--- config.mk ---
export PLATFORM = sky130hd
export DESIGN_NAME = rx_tag_fifo
export DESIGN_NICKNAME = d
export VERILOG_FILES = /design/src/rtl/rxq_pkg.sv /design/src/rtl/rxq_store.sv /design/src/rtl/rxq_timeout.sv /design/src/rtl/rxq_irq_gen.sv /design/src/rtl/rx_tag_fifo.sv
export SDC_FILE = /design/constraint.sdc
export NUM_CORES = 1
export LEC_CHECK = 0
export CAP_MARGIN = 20
export CORE_MARGIN = 1.5
export CORE_UTILIZATION = 40
export CTS_BUF_LIST = sky130_fd_sc_hd__clkbuf_2
export DETAILED_ROUTE_END_ITERATION = 8
export DONT_BUFFER_PORTS = 1
export PLACE_DENSITY_LB_ADDON = 0.1
export SYNTH_ARGS = -nofsm -noshare
export SYNTH_HDL_FRONTEND = slang
export SYNTH_SLANG_ARGS = --single-unit
--- constraint.sdc ---
create_clock -name clk -period 7.85 [get_ports clk]
set_input_delay 2.355 -clock clk [delete_from_list [all_inputs] [get_ports clk]]
set_output_delay 2.355 -clock clk [all_outputs]
set_load 0.1 [all_outputs]
--- src/rtl/rxq_pkg.sv ---
package rxq_pkg;
  localparam int DATA_W = 8;
  localparam int TAG_W  = 3;

  typedef struct packed {
    logic [TAG_W-1:0]  tags;
    logic [DATA_W-1:0] data;
  } rxq_entry_t;
endpackage

--- src/rtl/rxq_store.sv ---
module rxq_store
  import rxq_pkg::*;
#(
  parameter int DEPTH = 64,
  localparam int AW = $clog2(DEPTH),
  localparam int CW = $clog2(DEPTH + 1)
) (
  input  logic          clk,
  input  logic          rst_n,
  input  logic          fifo_on,
  input  logic          wr_en,
  input  rxq_entry_t    wr_entry,
  input  logic          rd_en,
  input  logic          ovr_clr,
  output rxq_entry_t    head,
  output logic [CW-1:0] fill,
  output logic          full,
  output logic          push,
  output logic          pop,
  output logic          flush,
  output logic          ovr
);
  localparam logic [CW-1:0] FULL_LVL = CW'(DEPTH);
  localparam logic [CW-1:0] ONE_LVL  = CW'(1);
  localparam logic [AW-1:0] LAST_PTR = AW'(DEPTH - 1);

  rxq_entry_t    mem [DEPTH];
  logic [AW-1:0] wr_ptr_q, wr_ptr_d, rd_ptr_q, rd_ptr_d;
  logic [CW-1:0] fill_q, fill_d;
  logic          mode_q;
  logic          ovr_q, ovr_d;
  logic          empty;

  assign empty = (fill_q == '0);
  assign full  = (fill_q == (fifo_on ? FULL_LVL : ONE_LVL));
  assign flush = (fifo_on != mode_q);
  assign push  = wr_en && !full && !flush;
  assign pop   = rd_en && !empty && !flush;

  always_comb begin
    wr_ptr_d = wr_ptr_q;
    rd_ptr_d = rd_ptr_q;
    fill_d   = fill_q;
    ovr_d    = ovr_q;
    if (flush) begin
      wr_ptr_d = '0;
      rd_ptr_d = '0;
      fill_d   = '0;
    end else begin
      if (push) wr_ptr_d = (wr_ptr_q == LAST_PTR) ? '0 : wr_ptr_q + AW'(1);
      if (pop)  rd_ptr_d = (rd_ptr_q == LAST_PTR) ? '0 : rd_ptr_q + AW'(1);
      case ({push, pop})
        2'b10:   fill_d = fill_q + ONE_LVL;
        2'b01:   fill_d = fill_q - ONE_LVL;
        default: fill_d = fill_q;
      endcase
    end
    if (ovr_clr) ovr_d = 1'b0;
    if (wr_en && full && !flush) ovr_d = 1'b1;
  end

  always_ff @(posedge clk or negedge rst_n) begin
    if (!rst_n) begin
      wr_ptr_q <= '0;
      rd_ptr_q <= '0;
      fill_q   <= '0;
      mode_q   <= 1'b0;
      ovr_q    <= 1'b0;
    end else begin
      wr_ptr_q <= wr_ptr_d;
      rd_ptr_q <= rd_ptr_d;
      fill_q   <= fill_d;
      mode_q   <= fifo_on;
      ovr_q    <= ovr_d;
    end
  end

  always_ff @(posedge clk) begin
    if (push) mem[wr_ptr_q] <= wr_entry;
  end

  assign head = empty ? '0 : mem[rd_ptr_q];
  assign fill = fill_q;
  assign ovr  = ovr_q;
endmodule

--- src/rtl/rxq_timeout.sv ---
module rxq_timeout #(
  parameter int MIN_WORD   = 5,
  parameter int CHAR_MULT  = 4,
  parameter int GUARD_BITS = 12,
  localparam int BASE_LIM  = CHAR_MULT * (MIN_WORD + 2) + GUARD_BITS,
  localparam int MAX_LIM   = BASE_LIM + CHAR_MULT * 3,
  localparam int CNT_W     = $clog2(MAX_LIM + 1)
) (
  input  logic       clk,
  input  logic       rst_n,
  input  logic       bit_tick,
  input  logic       active,
  input  logic       restart,
  input  logic [1:0] wlen_sel,
  output logic       expired
);
  logic [CNT_W-1:0] cnt_q, cnt_d, limit;

  assign limit = CNT_W'(BASE_LIM + CHAR_MULT * int'(wlen_sel));

  always_comb begin
    cnt_d = cnt_q;
    if (restart || !active)            cnt_d = '0;
    else if (bit_tick && cnt_q < limit) cnt_d = cnt_q + CNT_W'(1);
  end

  always_ff @(posedge clk or negedge rst_n) begin
    if (!rst_n) cnt_q <= '0;
    else        cnt_q <= cnt_d;
  end

  assign expired = active && (cnt_q >= limit);
endmodule

--- src/rtl/rxq_irq_gen.sv ---
module rxq_irq_gen #(
  parameter int DEPTH = 64,
  localparam int CW = $clog2(DEPTH + 1)
) (
  input  logic          fifo_on,
  input  logic [1:0]    trig_sel,
  input  logic [CW-1:0] fill,
  input  logic          expired,
  input  logic          irq_en,
  output logic          irq
);
  logic [CW-1:0] trig_lvl;
  logic          lvl_hit;

  always_comb begin
    case (trig_sel)
      2'd0:    trig_lvl = CW'(DEPTH / 8);
      2'd1:    trig_lvl = CW'(DEPTH / 4);
      2'd2:    trig_lvl = CW'(DEPTH - 8);
      default: trig_lvl = CW'(DEPTH - 4);
    endcase
  end

  assign lvl_hit = fifo_on ? (fill >= trig_lvl) : (fill != '0);
  assign irq     = irq_en && (lvl_hit || expired);
endmodule

--- src/rtl/rx_tag_fifo.sv ---
module rx_tag_fifo
  import rxq_pkg::*;
#(
  parameter int DEPTH = 64,
  localparam int CW = $clog2(DEPTH + 1)
) (
  input  logic              clk,
  input  logic              rst_n,
  input  logic              wr_en,
  input  logic [DATA_W-1:0] wr_data,
  input  logic [TAG_W-1:0]  wr_tags,
  input  logic              rd_en,
  input  logic              fifo_on,
  input  logic              irq_en,
  input  logic [1:0]        trig_sel,
  input  logic [1:0]        wlen_sel,
  input  logic              bit_tick,
  input  logic              ovr_clr,
  output logic [DATA_W-1:0] head_data,
  output logic [TAG_W-1:0]  head_tags,
  output logic              data_rdy,
  output logic              irq,
  output logic              ovr_flag
);
  logic [1:0]    rst_sync_q;
  logic          rst_int_n;
  rxq_entry_t    wr_entry, head;
  logic [CW-1:0] fill;
  logic          full, push, pop, flush, expired;

  always_ff @(posedge clk or negedge rst_n) begin
    if (!rst_n) rst_sync_q <= 2'b00;
    else        rst_sync_q <= {rst_sync_q[0], 1'b1};
  end
  assign rst_int_n = rst_sync_q[1];

  assign wr_entry.data = wr_data;
  assign wr_entry.tags = wr_tags;

  rxq_store #(.DEPTH(DEPTH)) store_i (
    .clk(clk), .rst_n(rst_int_n), .fifo_on(fifo_on), .wr_en(wr_en),
    .wr_entry(wr_entry), .rd_en(rd_en), .ovr_clr(ovr_clr), .head(head),
    .fill(fill), .full(full), .push(push), .pop(pop), .flush(flush),
    .ovr(ovr_flag)
  );

  rxq_timeout tmo_i (
    .clk(clk), .rst_n(rst_int_n), .bit_tick(bit_tick),
    .active(fill != '0), .restart(push || pop), .wlen_sel(wlen_sel),
    .expired(expired)
  );

  rxq_irq_gen #(.DEPTH(DEPTH)) irq_i (
    .fifo_on(fifo_on), .trig_sel(trig_sel), .fill(fill),
    .expired(expired), .irq_en(irq_en), .irq(irq)
  );

  assign head_data = head.data;
  assign head_tags = head.tags;
  assign data_rdy  = (fill != '0);
endmodule

Word level (Yosys, flattened, before mapping)
Memories as Yosys holds them, arrays and structs flattened.
Cells that the tools add are included.
- bits in registers: 29
- bits in latches: 0
- bits in writable memories: 704
- ROM bits: 0
- output and inout port bits: 14
- word-level logic and storage cells: 67
- memories: 1
- add/subtract/negate cells: 6
- multipliers: 0
- divide/modulo/power cells: 0
- $lt $le $gt $ge: 3
- equal/unequal tests: 8
- shift operators: 0
- muxes and demuxes: 18
- bitwise logic cells: 0
- reductions and logical operators: 24
- memory list (name ; words ; width ; rd ports ; clocked after memory_dff ; write ports ; line ; text):
    store_i.mem ; 64 ; 11 ; 1 ; 0 ; 1 ; rxq_store.sv:27 ; rxq_entry_t mem [DEPTH];
- operator list (operator ; number):
    2-to-1 mux 6 bit ; 8
    adder 6 x 1 -> 6 bit, second input constant ; 3
    case mux 6 bit (3 select lines) ; 1
    2-to-1 mux 7 bit ; 2
    case mux 7 bit (2 select lines) ; 1
    == test 6 bit, second input constant ; 2
    2-to-1 mux 11 bit ; 1
    logical AND 1 bit ; 9
    nonzero test 2 bit ; 4
    adder 7 x 1 -> 7 bit, second input constant ; 1
    == test 7 bit ; 1
    >= comparator 7 x 6 -> 1 bit ; 1
    zero test 7 bit ; 1
    nonzero test 7 bit ; 1
    subtractor 7 x 1 -> 7 bit, second input constant ; 1
    adder 6 x 4 -> 6 bit, first input constant ; 1
    >= comparator 6 bit ; 1
    < comparator 6 bit ; 1
    2-to-1 mux 1 bit ; 5
    == test 2 x 1 -> 1 bit, second input constant ; 2
    == test 2 bit, second input constant ; 2
    zero test 1 bit ; 4
    logical OR 1 bit ; 3
    nonzero test 3 bit ; 1
    other kinds (2) ; 2

Logic depth before layout (Yosys ltp)
Gate-level depths: netlist of run 1.
- word-level depth: 8
- gate-level depth with buffers: 14
- gate-level depth less buffers: 12

Cells and area by module
Synthesis of run 1 repeated with hierarchy kept, for this count alone.
- cell total of the unflattened synthesis: 1341
- area, all modules: 28989.1 um2
- modules (own cells, without submodules) (module ; times used ; cells each ; area an instance (um2) ; sequential area each (um2)):
    rxq_store ; 1 ; 1267 ; 28332.2 ; 21665.8
    rxq_timeout ; 1 ; 48 ; 422.9 ; 150.1
    rxq_irq_gen ; 1 ; 19 ; 158.9 ; 0.0
    rx_tag_fifo ; 1 ; 7 ; 75.1 ; 50.0

Least setup slack after synthesis of run 1
No wires, ideal clock.
- kind: input -> output
- start: input trig_sel[0]
- end: output irq
- arrival time: 5183 ps
- slack: 312 ps
- stages: 7
- path through: and2_1 ha_1 or3b_2 a21boi_0 o21a_1 o21ai_0 a31oi_1
- word-level cells in the longest chain between the ends: 6
- RTL lines (what ; line ; text):
    start: declaration ; rx_tag_fifo.sv:15 ; input logic [1:0] trig_sel,
    == test 2 bit, or another cell as far along ; rxq_irq_gen.sv:16 ; case (trig_sel)
    case mux 6 bit (3 select lines) (*) ; rxq_irq_gen.sv:16 ;
    >= comparator 7 x 6 -> 1 bit (*) ; rxq_irq_gen.sv:24 ; assign lvl_hit = fifo_on ? (fill >= trig_lvl) : (fill != '0);
    2-to-1 mux 1 bit (*) ; rxq_irq_gen.sv:24 ;
    logical OR 1 bit (*) ; rxq_irq_gen.sv:25 ; assign irq = irq_en && (lvl_hit || expired);
    logical AND 1 bit (*) ; rxq_irq_gen.sv:25 ;
    end: declaration ; rx_tag_fifo.sv:22 ; output logic irq,
Every way passes the cells marked *; elsewhere a longest branch is shown, timed or not.

Worst setup path after layout of run 1
- start: register store_i.rd_ptr_q[2]
- end: output head_data[5]
- word-level cells in the longest chain between the ends: 2
- RTL lines (what ; line ; text):
    start: declaration ; rxq_store.sv:28 ; logic [AW-1:0] wr_ptr_q, wr_ptr_d, rd_ptr_q, rd_ptr_d;
    start signal: assignment ; rxq_store.sv:71 ; rd_ptr_q <= rd_ptr_d;
    memory (64 x 11 bit) ; - ;
    2-to-1 mux 11 bit ; rxq_store.sv:82 ; assign head = empty ? '0 : mem[rd_ptr_q];
    end: declaration ; rx_tag_fifo.sv:19 ; output logic [DATA_W-1:0] head_data,
Every way passes these cells.

==> impl_metrics.prom, run 1 <==
# TYPE chip_impl_metric gauge
chip_impl_metric{name="h_tree_depth",unit=""} 4
chip_impl_metric{name="detail_route.wl_per_cell",unit="um"} 27.5
chip_impl_metric{name="drt_iter0_drc",unit=""} 1351
chip_impl_info{name="synth_area_leader",value="edfxtp_1"} 1
chip_impl_info{name="worst_setup_path_start_kind",value="flop"} 1
chip_impl_metric{name="first_global_vias",unit=""} 15900
chip_impl_metric{name="post-layout-total-power",unit="uW"} 8410
chip_impl_metric{name="syn_nets",unit=""} 1492
chip_impl_metric{name="finClkSkew",unit="ns"} 0.0886
chip_impl_metric{name="clock_path_buffers",unit=""} 3
chip_impl_metric{name="synth_cells",unit=""} 1454
chip_impl_metric{name="worstPathArrival",unit="ns"} 4.95
chip_impl_metric{name="finalNetCount",unit=""} 1708
chip_impl_metric{name="place.detailed.hpwl",unit="mm"} 45.9
chip_impl_metric{name="die_width",unit="um"} 273
chip_impl_metric{name="cts.reportedPaths.clkPinSlew",unit="ns"} 0.10
chip_impl_metric{name="power.leakage",unit="uW"} 0.0104
chip_impl_metric{name="number_of_synthesized_flops_with_an_enable_pin",unit=""} 704
chip_impl_info{name="outcome",value="finished clean"} 1
chip_impl_metric{name="period_minus_slack",unit="ns"} 7.30
chip_impl_metric{name="cts_sinks",unit=""} 733
chip_impl_metric{name="die_h",unit="um"} 273
chip_impl_metric{name="synth_cell_type_count",unit=""} 67
chip_impl_info{name="critical_path_class",value="reg2out"} 1
chip_impl_metric{name="yosysWarnings",unit=""} 0
chip_impl_metric{name="detailed_route_via_count",unit=""} 15100
chip_impl_metric{name="initial_core_utilization",unit=""} 0.406
chip_impl_metric{name="whs",unit="ns"} 0.252
chip_impl_metric{name="vias_per_cell",unit=""} 5.50
chip_impl_metric{name="io_buffer_count",unit=""} 0
chip_impl_metric{name="clock_latency_on_the_worst_skew_pair",unit="ns"} 1.39
chip_impl_metric{name="drcViolationCount",unit=""} 0
chip_impl_metric{name="power_density",unit="nW/um^2"} 258
chip_impl_metric{name="area_growth_from_synthesis_to_layout",unit="%"} 11.8
chip_impl_metric{name="place.gp.congestion",unit=""} 0.806
chip_impl_metric{name="yosys_register_bits",unit=""} 733
chip_impl_metric{name="post_synth_top_area_share",unit=""} 0.725
chip_impl_info{name="netlist_top_cells_area",value="edfxtp_1 72%, mux4_2 14%, dfrtp_1 2.5%"} 1
chip_impl_metric{name="grt_start_max_net_pins",unit=""} 65
chip_impl_info{name="hp-class",value="reg2async"} 1
chip_impl_metric{name="numCtsBuffers",unit=""} 187
chip_impl_metric{name="grt_antenna_before_repair",unit=""} 3
chip_impl_metric{name="number_of_nets_with_antenna_violations_after_routing",unit=""} 0
chip_impl_metric{name="grt_usage",unit=""} 0.209
chip_impl_info{name="rsz_0062_raised_after_global_routing",value="no"} 1
chip_impl_metric{name="placeableCoreArea",unit="um^2"} 71900
chip_impl_metric{name="synth.avg_cell_area",unit="um^2"} 20.1
chip_impl_metric{name="setup-tns-final",unit="ns"} 0
chip_impl_metric{name="die_area",unit="um^2"} 74500
chip_impl_metric{name="floorplan.rows",unit=""} 98
chip_impl_metric{name="vdd.ir_drop.worst",unit="V"} 0.000203
chip_impl_info{name="worstSetupEndpointType",value="primary output"} 1
chip_impl_metric{name="cap_viol_max_count",unit=""} 0
chip_impl_info{name="clock_tree.root_cell",value="clkbuf_2"} 1
chip_impl_metric{name="synth_seq_area_share",unit=""} 0.750
chip_impl_info{name="tritoncts",value="built"} 1
chip_impl_metric{name="timing.fmax",unit="MHz"} 137
chip_impl_metric{name="fillers",unit=""} 6339
chip_impl_info{name="postSynth.topFlopCell",value="edfxtp_1"} 1
chip_impl_metric{name="pin_count",unit=""} 37
chip_impl_metric{name="tightest_slew",unit="ns"} 1.09
chip_impl_metric{name="post_cts_resized",unit=""} 0
chip_impl_metric{name="drt-pass1-iter-count",unit=""} 5
chip_impl_metric{name="postSynth.asyncResetShare",unit=""} 0.0396
chip_impl_metric{name="post-cts-setup-buffer-count",unit=""} 0
chip_impl_metric{name="grt_overflow",unit=""} 0
chip_impl_metric{name="cp_data_required_time",unit="ns"} 5.50
chip_impl_metric{name="fin_crit_sh",unit=""} 0.931
chip_impl_metric{name="slew-limit-headroom",unit=""} 0.274
chip_impl_metric{name="cts_hold_repair.buffers",unit=""} 0
chip_impl_metric{name="wire_length_of_the_first_global_routing_pass",unit="mm"} 110
chip_impl_metric{name="final_max_slew_viol_count",unit=""} 0
chip_impl_metric{name="synthesis.area",unit="um^2"} 29200
chip_impl_metric{name="final_layout_size_suffix_gt1_frac",unit=""} 0.336
chip_impl_metric{name="report.final.setup_viol",unit=""} 0
chip_impl_metric{name="critical_path_maximum_fanout",unit=""} 36
chip_impl_metric{name="final_hold_viol_count",unit=""} 0
chip_impl_metric{name="routed_wl",unit="mm"} 75.8
final cells by class:
class	instances	area [um^2]	share of cell area
Sequential cell	733	21900	0.671
Clock inverter	46	269	0.00825
Multi-Input combinational cell	621	6860	0.211
Inverter	16	60.1	0.00184
Clock buffer	268	1340	0.0411
Timing Repair Buffer	111	985	0.0302
Antenna cell	6	15.0	0.000461
Tap cell	950	1190	0.0365
where the power goes:
group	switching, uW	internal, uW	leakage (uW)	total, uW
sequential	85.6	4300	0.00672	4390
combinational	863	647	0.00242	1510
clock	1510	1010	0.00125	2510
total	2460	5960	0.0104	8410
Yosys cell counts (all sizes together), types with 3 or more instances:
cell     number
clkbuf       33
mux4        178
a22o          3
nor2         90
dfrtp        29
o22ai        18
a22oi        31
inv          14
xnor2         4
nand2        37
xor2          5
or3          13
nand3        18
buf          51
or4           6
a2111oi       5
o31ai         6
o21a          6
a211oi       10
nand2b        6
o211ai        5
nor3         17
and2          4
ha           15
nor4          5
o21ai        20
edfxtp      704
or3b          5
nand3b        6
mux2i        31
or2           3
a21oi        35
nor2b         9
nor3b         3
through the flow:
step                      worst slack (ns)  cells   util  cell area [um^2]
after global routing                 0.334   2750  0.454             32600
after floorplan                      0.312   1454      -             29200
after detailed placement              1.43   2423  0.430             30900
after CTS                            0.420   2737  0.453             32500
after global placement                1.40   2404  0.427             30700
final                                0.545   2751  0.454             32600
cells by family after synthesis:
kind of cell / after synthesis / share of synthesized area
other: 1 / 0.000129
AND/OR/NAND/NOR: 229 / 0.0382
buffers and inverters: 100 / 0.0171
AO/OA/AOI/OAI: 156 / 0.0364
multiplexers: 211 / 0.149
XOR/XNOR: 9 / 0.00296
adder cells (fa/ha/maj): 15 / 0.00644
flip-flops: 733 / 0.750
critical path, cell delays in order, from the launching register on:
cell	delay, ns
dfrtp_4	0.82
buf_4	0.64
mux2i_1	0.25
a22o_1	0.31
nor4_1	0.69
a21o_1	0.80
state kept, by name, indices dropped and copies added (netlist names):
name              cells
store_i.mode_q        1
rst_sync_q            2
store_i.ovr           1
store_i.fill          7
store_i.wr_ptr_q      6
store_i.mem         704
store_i.rd_ptr_q      6
tmo_i.cnt_q           6
layout by cell type, fill, tap and decap left out, types with 8 or more instances in the layout:
cell / instances
a211oi_1: 10
nor2_1: 89
edfxtp_1: 704
inv_2: 8
a21oi_1: 34
nor3_1: 15
buf_6: 13
ha_1: 15
o22ai_1: 18
nand2_1: 37
dfrtp_1: 26
o21ai_0: 13
or3_1: 13
clkbuf_2: 268
buf_4: 91
mux2i_1: 31
mux4_2: 178
nand3_1: 18
inv_1: 13
nor2b_1: 9
a22oi_1: 31
clkinv_1: 32
per-layer routing:
metal / vias to the layer above / share of wire / GRT usage
li1: 6554 / - / -
met2: 454 / 0.49 / 0.333
met4: 0 / 0.018 / 0.0707
met5: - / 0 / 0
met3: 97 / 0.059 / 0.0489
met1: 8038 / 0.44 / 0.283
path summary, 6_finish.rpt:
path                       cells after the start                start  slack, ns              end
setup / recovery                               5  store_i.rd_ptr_q[2]       0.55     head_data[5]
hold / removal                                 1        rst_sync_q[1]       0.25   tmo_i.cnt_q[4]
setup reg to reg                              11      store_i.fill[0]       4.03  store_i.fill[6]
hold reg to reg                                1        rst_sync_q[1]       0.25   tmo_i.cnt_q[4]
max in group asynchronous                      0                rst_n       7.13    rst_sync_q[0]
min in group clk                               0        rst_sync_q[0]       0.36    rst_sync_q[1]
Note: power is estimated with default switching activity, not from simulation.
==> run 2, diff against run 1 <==
CAP_MARGIN = 10   (was 20)
==> impl_metrics.prom, run 2 (synthesis results as in run 1) <==
# TYPE chip_impl_metric gauge
chip_impl_metric{name="die_area",unit="um^2"} 74500
chip_impl_metric{name="grt_start_max_net_pins",unit=""} 65
chip_impl_metric{name="finalNetCount",unit=""} 1685
chip_impl_info{name="outcome",value="finished clean"} 1
chip_impl_metric{name="final.setup.worst_slack",unit="ns"} 0.547
chip_impl_metric{name="cp_data_required_time",unit="ns"} 5.50
chip_impl_metric{name="final_hold_viol_count",unit=""} 0
chip_impl_info{name="crit_start",value="store_i.rd_ptr_q[3]"} 1
chip_impl_metric{name="drcViolationCount",unit=""} 0
chip_impl_info{name="clock_tree.root_cell",value="clkbuf_2"} 1
chip_impl_metric{name="initial_core_utilization",unit=""} 0.406
chip_impl_metric{name="grt_overflow",unit=""} 0
chip_impl_metric{name="power.leakage",unit="uW"} 0.0103
chip_impl_metric{name="die_width",unit="um"} 273
chip_impl_metric{name="power.sequential.fraction",unit=""} 0.518
chip_impl_metric{name="timing.fmax",unit="MHz"} 137
chip_impl_info{name="rsz_0062_raised_after_global_routing",value="no"} 1
chip_impl_metric{name="placed_cells_incl_taps",unit=""} 2404
chip_impl_metric{name="post-place-ws",unit="ns"} 1.44
chip_impl_metric{name="drt-pass1-iter-count",unit=""} 5
chip_impl_metric{name="final_max_slew_viol_count",unit=""} 0
chip_impl_metric{name="critical_path_maximum_fanout",unit=""} 16
chip_impl_metric{name="fin_crit_sh",unit=""} 0.930
chip_impl_metric{name="io_buffer_count",unit=""} 0
chip_impl_metric{name="fillers",unit=""} 6388
chip_impl_metric{name="clock_path_buffers",unit=""} 3
chip_impl_metric{name="clock_latency_on_the_worst_skew_pair",unit="ns"} 1.37
chip_impl_metric{name="largest_register_ffs",unit=""} 704
chip_impl_metric{name="pin_count",unit=""} 37
chip_impl_metric{name="vias_per_cell",unit=""} 5.52
chip_impl_metric{name="place.gp.congestion",unit=""} 0.806
chip_impl_metric{name="finClkSkew",unit="ns"} 0.0678
chip_impl_info{name="worst_setup_path_endpoint",value="head_data[5]"} 1
chip_impl_metric{name="place.detailed.hpwl",unit="mm"} 45.1
chip_impl_info{name="layout_commonest_cell",value="edfxtp_1"} 1
chip_impl_metric{name="detail_route.wl_per_cell",unit="um"} 27.7
chip_impl_metric{name="power_switching",unit="uW"} 2470
chip_impl_metric{name="grt_antenna_before_repair",unit=""} 2
chip_impl_metric{name="number_of_nets_with_antenna_violations_after_routing",unit=""} 0
chip_impl_info{name="tritoncts",value="built"} 1
chip_impl_metric{name="tightest_slew",unit="ns"} 1.24
chip_impl_metric{name="floorplan.rows",unit=""} 98
chip_impl_metric{name="first_global_vias",unit=""} 15800
chip_impl_metric{name="h_tree_depth",unit=""} 4
chip_impl_info{name="worst_setup_path_start_kind",value="flop"} 1
chip_impl_metric{name="worstPathArrival",unit="ns"} 4.95
chip_impl_metric{name="utilization",unit=""} 0.451
chip_impl_metric{name="post-cts-setup-buffer-count",unit=""} 0
chip_impl_metric{name="switching_share_of_power",unit=""} 0.292
chip_impl_metric{name="die_h",unit="um"} 273
chip_impl_metric{name="cts_hold_repair.buffers",unit=""} 0
chip_impl_metric{name="setup-tns-final",unit="ns"} 0
chip_impl_metric{name="slew-limit-headroom",unit=""} 0.170
chip_impl_info{name="largest_register",value="store_i.mem"} 1
chip_impl_info{name="regToRegStartpoint",value="store_i.fill[0]"} 1
chip_impl_metric{name="post_cts_resized",unit=""} 0
chip_impl_metric{name="cap_viol_max_count",unit=""} 0
chip_impl_metric{name="area_growth_from_synthesis_to_layout",unit="%"} 11.2
chip_impl_info{name="critical_path_class",value="reg2out"} 1
chip_impl_metric{name="period_minus_slack",unit="ns"} 7.30
chip_impl_metric{name="post_layout_nonfiller_instances",unit=""} 2721
chip_impl_metric{name="r2r_setup_slack",unit="ns"} 4.08
chip_impl_info{name="final_cell_mix",value="704 x edfxtp_1, 271 x clkbuf_2, 178 x mux4_2, 89 x nor2_1, 80 x buf_4"} 1
chip_impl_metric{name="placeableCoreArea",unit="um^2"} 71900
chip_impl_metric{name="power_density",unit="nW/um^2"} 261
chip_impl_metric{name="internal_power",unit="uW"} 5990
chip_impl_metric{name="cts.reportedPaths.clkPinSlew",unit="ns"} 0.11
chip_impl_metric{name="detailed_route_via_count",unit=""} 15000
chip_impl_metric{name="cts_sinks",unit=""} 733
chip_impl_metric{name="vdd.ir_drop.worst",unit="V"} 0.000238
chip_impl_metric{name="pwr-share-clk",unit=""} 0.304
chip_impl_metric{name="numCtsBuffers",unit=""} 185
chip_impl_metric{name="final_layout_size_suffix_gt1_frac",unit=""} 0.332
chip_impl_info{name="hp-class",value="reg2async"} 1
chip_impl_metric{name="post-layout-total-power",unit="uW"} 8460
chip_impl_info{name="reg2reg_to",value="store_i.fill[4]"} 1
chip_impl_metric{name="reg2reg_depth",unit=""} 12
chip_impl_info{name="worstSetupEndpointType",value="primary output"} 1
chip_impl_metric{name="grt_usage",unit=""} 0.208
chip_impl_metric{name="wire_length_of_the_first_global_routing_pass",unit="mm"} 109
chip_impl_metric{name="report.final.setup_viol",unit=""} 0
chip_impl_metric{name="drt_iter0_drc",unit=""} 1254
chip_impl_metric{name="routed_wl",unit="mm"} 75.5
chip_impl_metric{name="pwr-share-comb",unit=""} 0.177
-- run 2: power by group through the flow --
stage	Clock, uW	Combinational (uW)	Sequential (uW)
floorplan	0	1170	4410
global placement	0	1520	4480
detailed placement	0	1530	4480
CTS	2680	1530	4390
global route	2860	1590	4400
finish	2570	1500	4390
-- run 2: worst max-delay path, stage by stage, from the launching register on --
cell,delay [ns]
dfrtp_1,0.61
buf_4,0.24
clkinv_1,0.61
nand2_1,0.48
o22ai_1,0.13
nor4_1,0.74
a21o_1,0.80
-- run 2: through the flow --
stage          area, um^2  hold WS [ns]
2_1_floorplan       29200         0.331
5_1_grt             32400         0.358
3_5_place_dp        30700         0.266
3_3_place_gp        30700         0.260
6_report            32400         0.274
4_1_cts             32300         0.303
-- run 2: worst min path at each step --
stage / end / slack, ns / from
floorplan: rst_sync_q[1] / 0.33 / rst_sync_q[0]
global placement: tmo_i.cnt_q[0] / 0.26 / rst_sync_q[1]
detailed placement: tmo_i.cnt_q[0] / 0.27 / rst_sync_q[1]
CTS: store_i.wr_ptr_q[3] / 0.30 / rst_sync_q[1]
global route: store_i.fill[4] / 0.36 / rst_sync_q[1]
finish: store_i.rd_ptr_q[2] / 0.27 / rst_sync_q[1]
-- run 2: layer usage --
layer / vias up / track usage / routed length, um
met4: 0 / 0.0707 / 1630
met2: 470 / 0.329 / 36400
met1: 7942 / 0.275 / 32400
met5: - / 0 / 0
met3: 112 / 0.0607 / 5090
li1: 6509 / - / -
-- run 2: layout make-up --
class | instances | area [um^2] | area share
clock inverters | 39 | 290 | 0.00896
multi-input cells | 621 | 6860 | 0.212
inverters | 16 | 60.1 | 0.00185
well taps | 950 | 1190 | 0.0367
flip-flops and latches | 733 | 21900 | 0.675
diodes | 1 | 2.50 | 0.0000772
repair buffers | 90 | 773 | 0.0239
clock buffers | 271 | 1360 | 0.0418
==> run 3, diff against run 2 <==
CORE_MARGIN = unset   (was 1.5)
TNS_END_PERCENT = 30   (was unset)
clock period = 7.3 ns   (was 7.85 ns; I/O delays follow)
==> impl_metrics.prom, run 3 (synthesis results as in run 1) <==
# TYPE chip_impl_metric gauge
chip_impl_metric{name="timing.fmax",unit="MHz"} 143
chip_impl_metric{name="final_max_slew_viol_count",unit=""} 0
chip_impl_metric{name="h_tree_depth",unit=""} 4
chip_impl_metric{name="critical_path_maximum_fanout",unit=""} 29
chip_impl_metric{name="detailed_route_via_count",unit=""} 15000
chip_impl_metric{name="finalNetCount",unit=""} 1674
chip_impl_metric{name="clock_path_buffers",unit=""} 3
chip_impl_info{name="worstSetupEndpointType",value="primary output"} 1
chip_impl_metric{name="place.detailed.hpwl",unit="mm"} 44.8
chip_impl_info{name="layout_commonest_cell",value="edfxtp_1"} 1
chip_impl_metric{name="die_area",unit="um^2"} 74000
chip_impl_metric{name="die_width",unit="um"} 272
chip_impl_metric{name="initial_core_utilization",unit=""} 0.406
chip_impl_info{name="regToRegStartpoint",value="store_i.fill[0]"} 1
chip_impl_metric{name="drt-pass1-iter-count",unit=""} 5
chip_impl_metric{name="whs",unit="ns"} 0.238
chip_impl_metric{name="vias_per_cell",unit=""} 5.49
chip_impl_metric{name="cp_data_required_time",unit="ns"} 5.11
chip_impl_info{name="largest_register",value="store_i.mem"} 1
chip_impl_metric{name="wire_length_of_the_first_global_routing_pass",unit="mm"} 109
chip_impl_metric{name="number_of_nets_with_antenna_violations_after_routing",unit=""} 0
chip_impl_info{name="hp-class",value="reg2async"} 1
chip_impl_metric{name="final_hold_viol_count",unit=""} 0
chip_impl_info{name="crit_path_top_delay_cell",value="dfrtp_4"} 1
chip_impl_metric{name="clock_latency_on_the_worst_skew_pair",unit="ns"} 1.40
chip_impl_info{name="crit_start",value="store_i.rd_ptr_q[0]"} 1
chip_impl_metric{name="power_density",unit="nW/um^2"} 282
chip_impl_metric{name="placeableCoreArea",unit="um^2"} 71900
chip_impl_info{name="cp_cell_sequence",value="buf_4 > mux4_2 > mux4_2 > o211ai_1 > o21ai_2 > buf_4"} 1
chip_impl_info{name="worst_setup_path_start_kind",value="flop"} 1
chip_impl_metric{name="power.leakage",unit="uW"} 0.0102
chip_impl_metric{name="post_layout_nonfiller_instances",unit=""} 2725
chip_impl_info{name="final_cell_mix",value="704 x edfxtp_1, 279 x clkbuf_2, 178 x mux4_2, 88 x nor2_1, 67 x buf_4"} 1
chip_impl_metric{name="utilization",unit=""} 0.449
chip_impl_metric{name="detail_route.wl_per_cell",unit="um"} 27.6
chip_impl_metric{name="tightest_slew",unit="ns"} 1.22
chip_impl_metric{name="routed_wl",unit="mm"} 75.1
chip_impl_metric{name="io_buffer_count",unit=""} 0
chip_impl_metric{name="fillers",unit=""} 6484
chip_impl_metric{name="die_h",unit="um"} 272
chip_impl_metric{name="numCtsBuffers",unit=""} 192
chip_impl_metric{name="grt_start_max_net_pins",unit=""} 65
chip_impl_metric{name="fin_crit_sh",unit=""} 0.961
chip_impl_metric{name="period_minus_slack",unit="ns"} 7.02
chip_impl_metric{name="cts.reportedPaths.clkPinSlew",unit="ns"} 0.10
chip_impl_metric{name="slew-limit-headroom",unit=""} 0.186
chip_impl_info{name="tritoncts",value="built"} 1
chip_impl_info{name="outcome",value="finished clean"} 1
chip_impl_metric{name="grt_antenna_before_repair",unit=""} 2
chip_impl_metric{name="grt_overflow",unit=""} 0
chip_impl_metric{name="report.final.setup_viol",unit=""} 0
chip_impl_metric{name="pin_count",unit=""} 37
chip_impl_metric{name="post_cts_resized",unit=""} 0
chip_impl_metric{name="first_global_vias",unit=""} 15800
chip_impl_metric{name="placed_cells_incl_taps",unit=""} 2388
chip_impl_metric{name="grt_usage",unit=""} 0.208
chip_impl_metric{name="finClkSkew",unit="ns"} 0.103
chip_impl_metric{name="cap_viol_max_count",unit=""} 0
chip_impl_metric{name="largest_register_ffs",unit=""} 704
chip_impl_metric{name="vdd.ir_drop.worst",unit="V"} 0.000259
chip_impl_metric{name="critical_path.max_stage_delay",unit="ns"} 0.89
chip_impl_metric{name="place.gp.congestion",unit=""} 0.846
chip_impl_info{name="critical_path_class",value="reg2out"} 1
chip_impl_info{name="clock_tree.root_cell",value="clkbuf_2"} 1
chip_impl_metric{name="final_layout_size_suffix_gt1_frac",unit=""} 0.324
chip_impl_metric{name="cts_hold_repair.buffers",unit=""} 0
chip_impl_metric{name="post-cts-setup-buffer-count",unit=""} 0
chip_impl_metric{name="area_growth_from_synthesis_to_layout",unit="%"} 10.7
chip_impl_metric{name="worstPathArrival",unit="ns"} 4.83
chip_impl_metric{name="drcViolationCount",unit=""} 0
chip_impl_metric{name="floorplan.rows",unit=""} 98
chip_impl_metric{name="drt_iter0_drc",unit=""} 1164
chip_impl_metric{name="cts_sinks",unit=""} 733
==> run 3: final timing paths <==
kind / to / slack [ns] / depth (start not counted)
worst max-delay path: head_data[7] / 0.28 / 6
max in group asynchronous: store_i.rd_ptr_q[1] / 6.71 / 1
worst max register to register: store_i.fill[6] / 3.45 / 11
worst min-delay path: store_i.fill[0] / 0.24 / 1
worst min register to register: store_i.fill[0] / 0.24 / 1
min in group clk: rst_sync_q[1] / 0.36 / 0
==> run 3: worst max-delay path, delay by kind of cell (launching register included) <==
kind                   cells  cell delay, ns
flip-flops                 1            0.89
buffers and inverters      2            0.74
AO/OA/AOI/OAI              2            0.68
multiplexers               2            1.08
==> run 3: metrics by stage <==
step / area, um^2 / power (uW) / setup WS [ns] / setup TNS, ns
floorplan: 29200 / 5990 / 0.0924 / 0
global placement: 30600 / 6460 / 1.18 / 0
detailed placement: 30600 / 6460 / 1.22 / 0
CTS: 32200 / 9240 / 0.0554 / 0
global route: 32300 / 9510 / -0.0346 / -0.0346
finish: 32300 / 9100 / 0.284 / 0
==> run 3: area by class of cell <==
cell class | count | area (um^2) | share of cell area
repair buffers | 72 | 604 | 0.0187
inverters | 16 | 60.1 | 0.00186
diodes | 5 | 12.5 | 0.000388
flip-flops and latches | 733 | 21900 | 0.678
clock buffers | 279 | 1400 | 0.0433
multi-input cells | 621 | 6870 | 0.213
well taps | 950 | 1190 | 0.0368
clock inverters | 49 | 272 | 0.00841
==> run 3: report_power, final <==
part | switching [uW] | leakage (uW) | internal (uW)
clock | 1670 | 0.00128 | 1090
sequential | 84.4 | 0.00672 | 4630
combinational | 958 | 0.00219 | 665
total | 2710 | 0.0102 | 6390
==> run 3: layer usage <==
| layer | part of all wire | up-vias | routed length (um) | GRT usage |
|---|---|---|---|---|
| li1 | - | 6498 | - | - |
| met1 | 0.43 | 7893 | 32500 | 0.277 |
| met2 | 0.48 | 461 | 36300 | 0.327 |
| met3 | 0.062 | 115 | 4660 | 0.0559 |
| met4 | 0.023 | 0 | 1710 | 0.0801 |
| met5 | 0 | - | 0 | 0 |
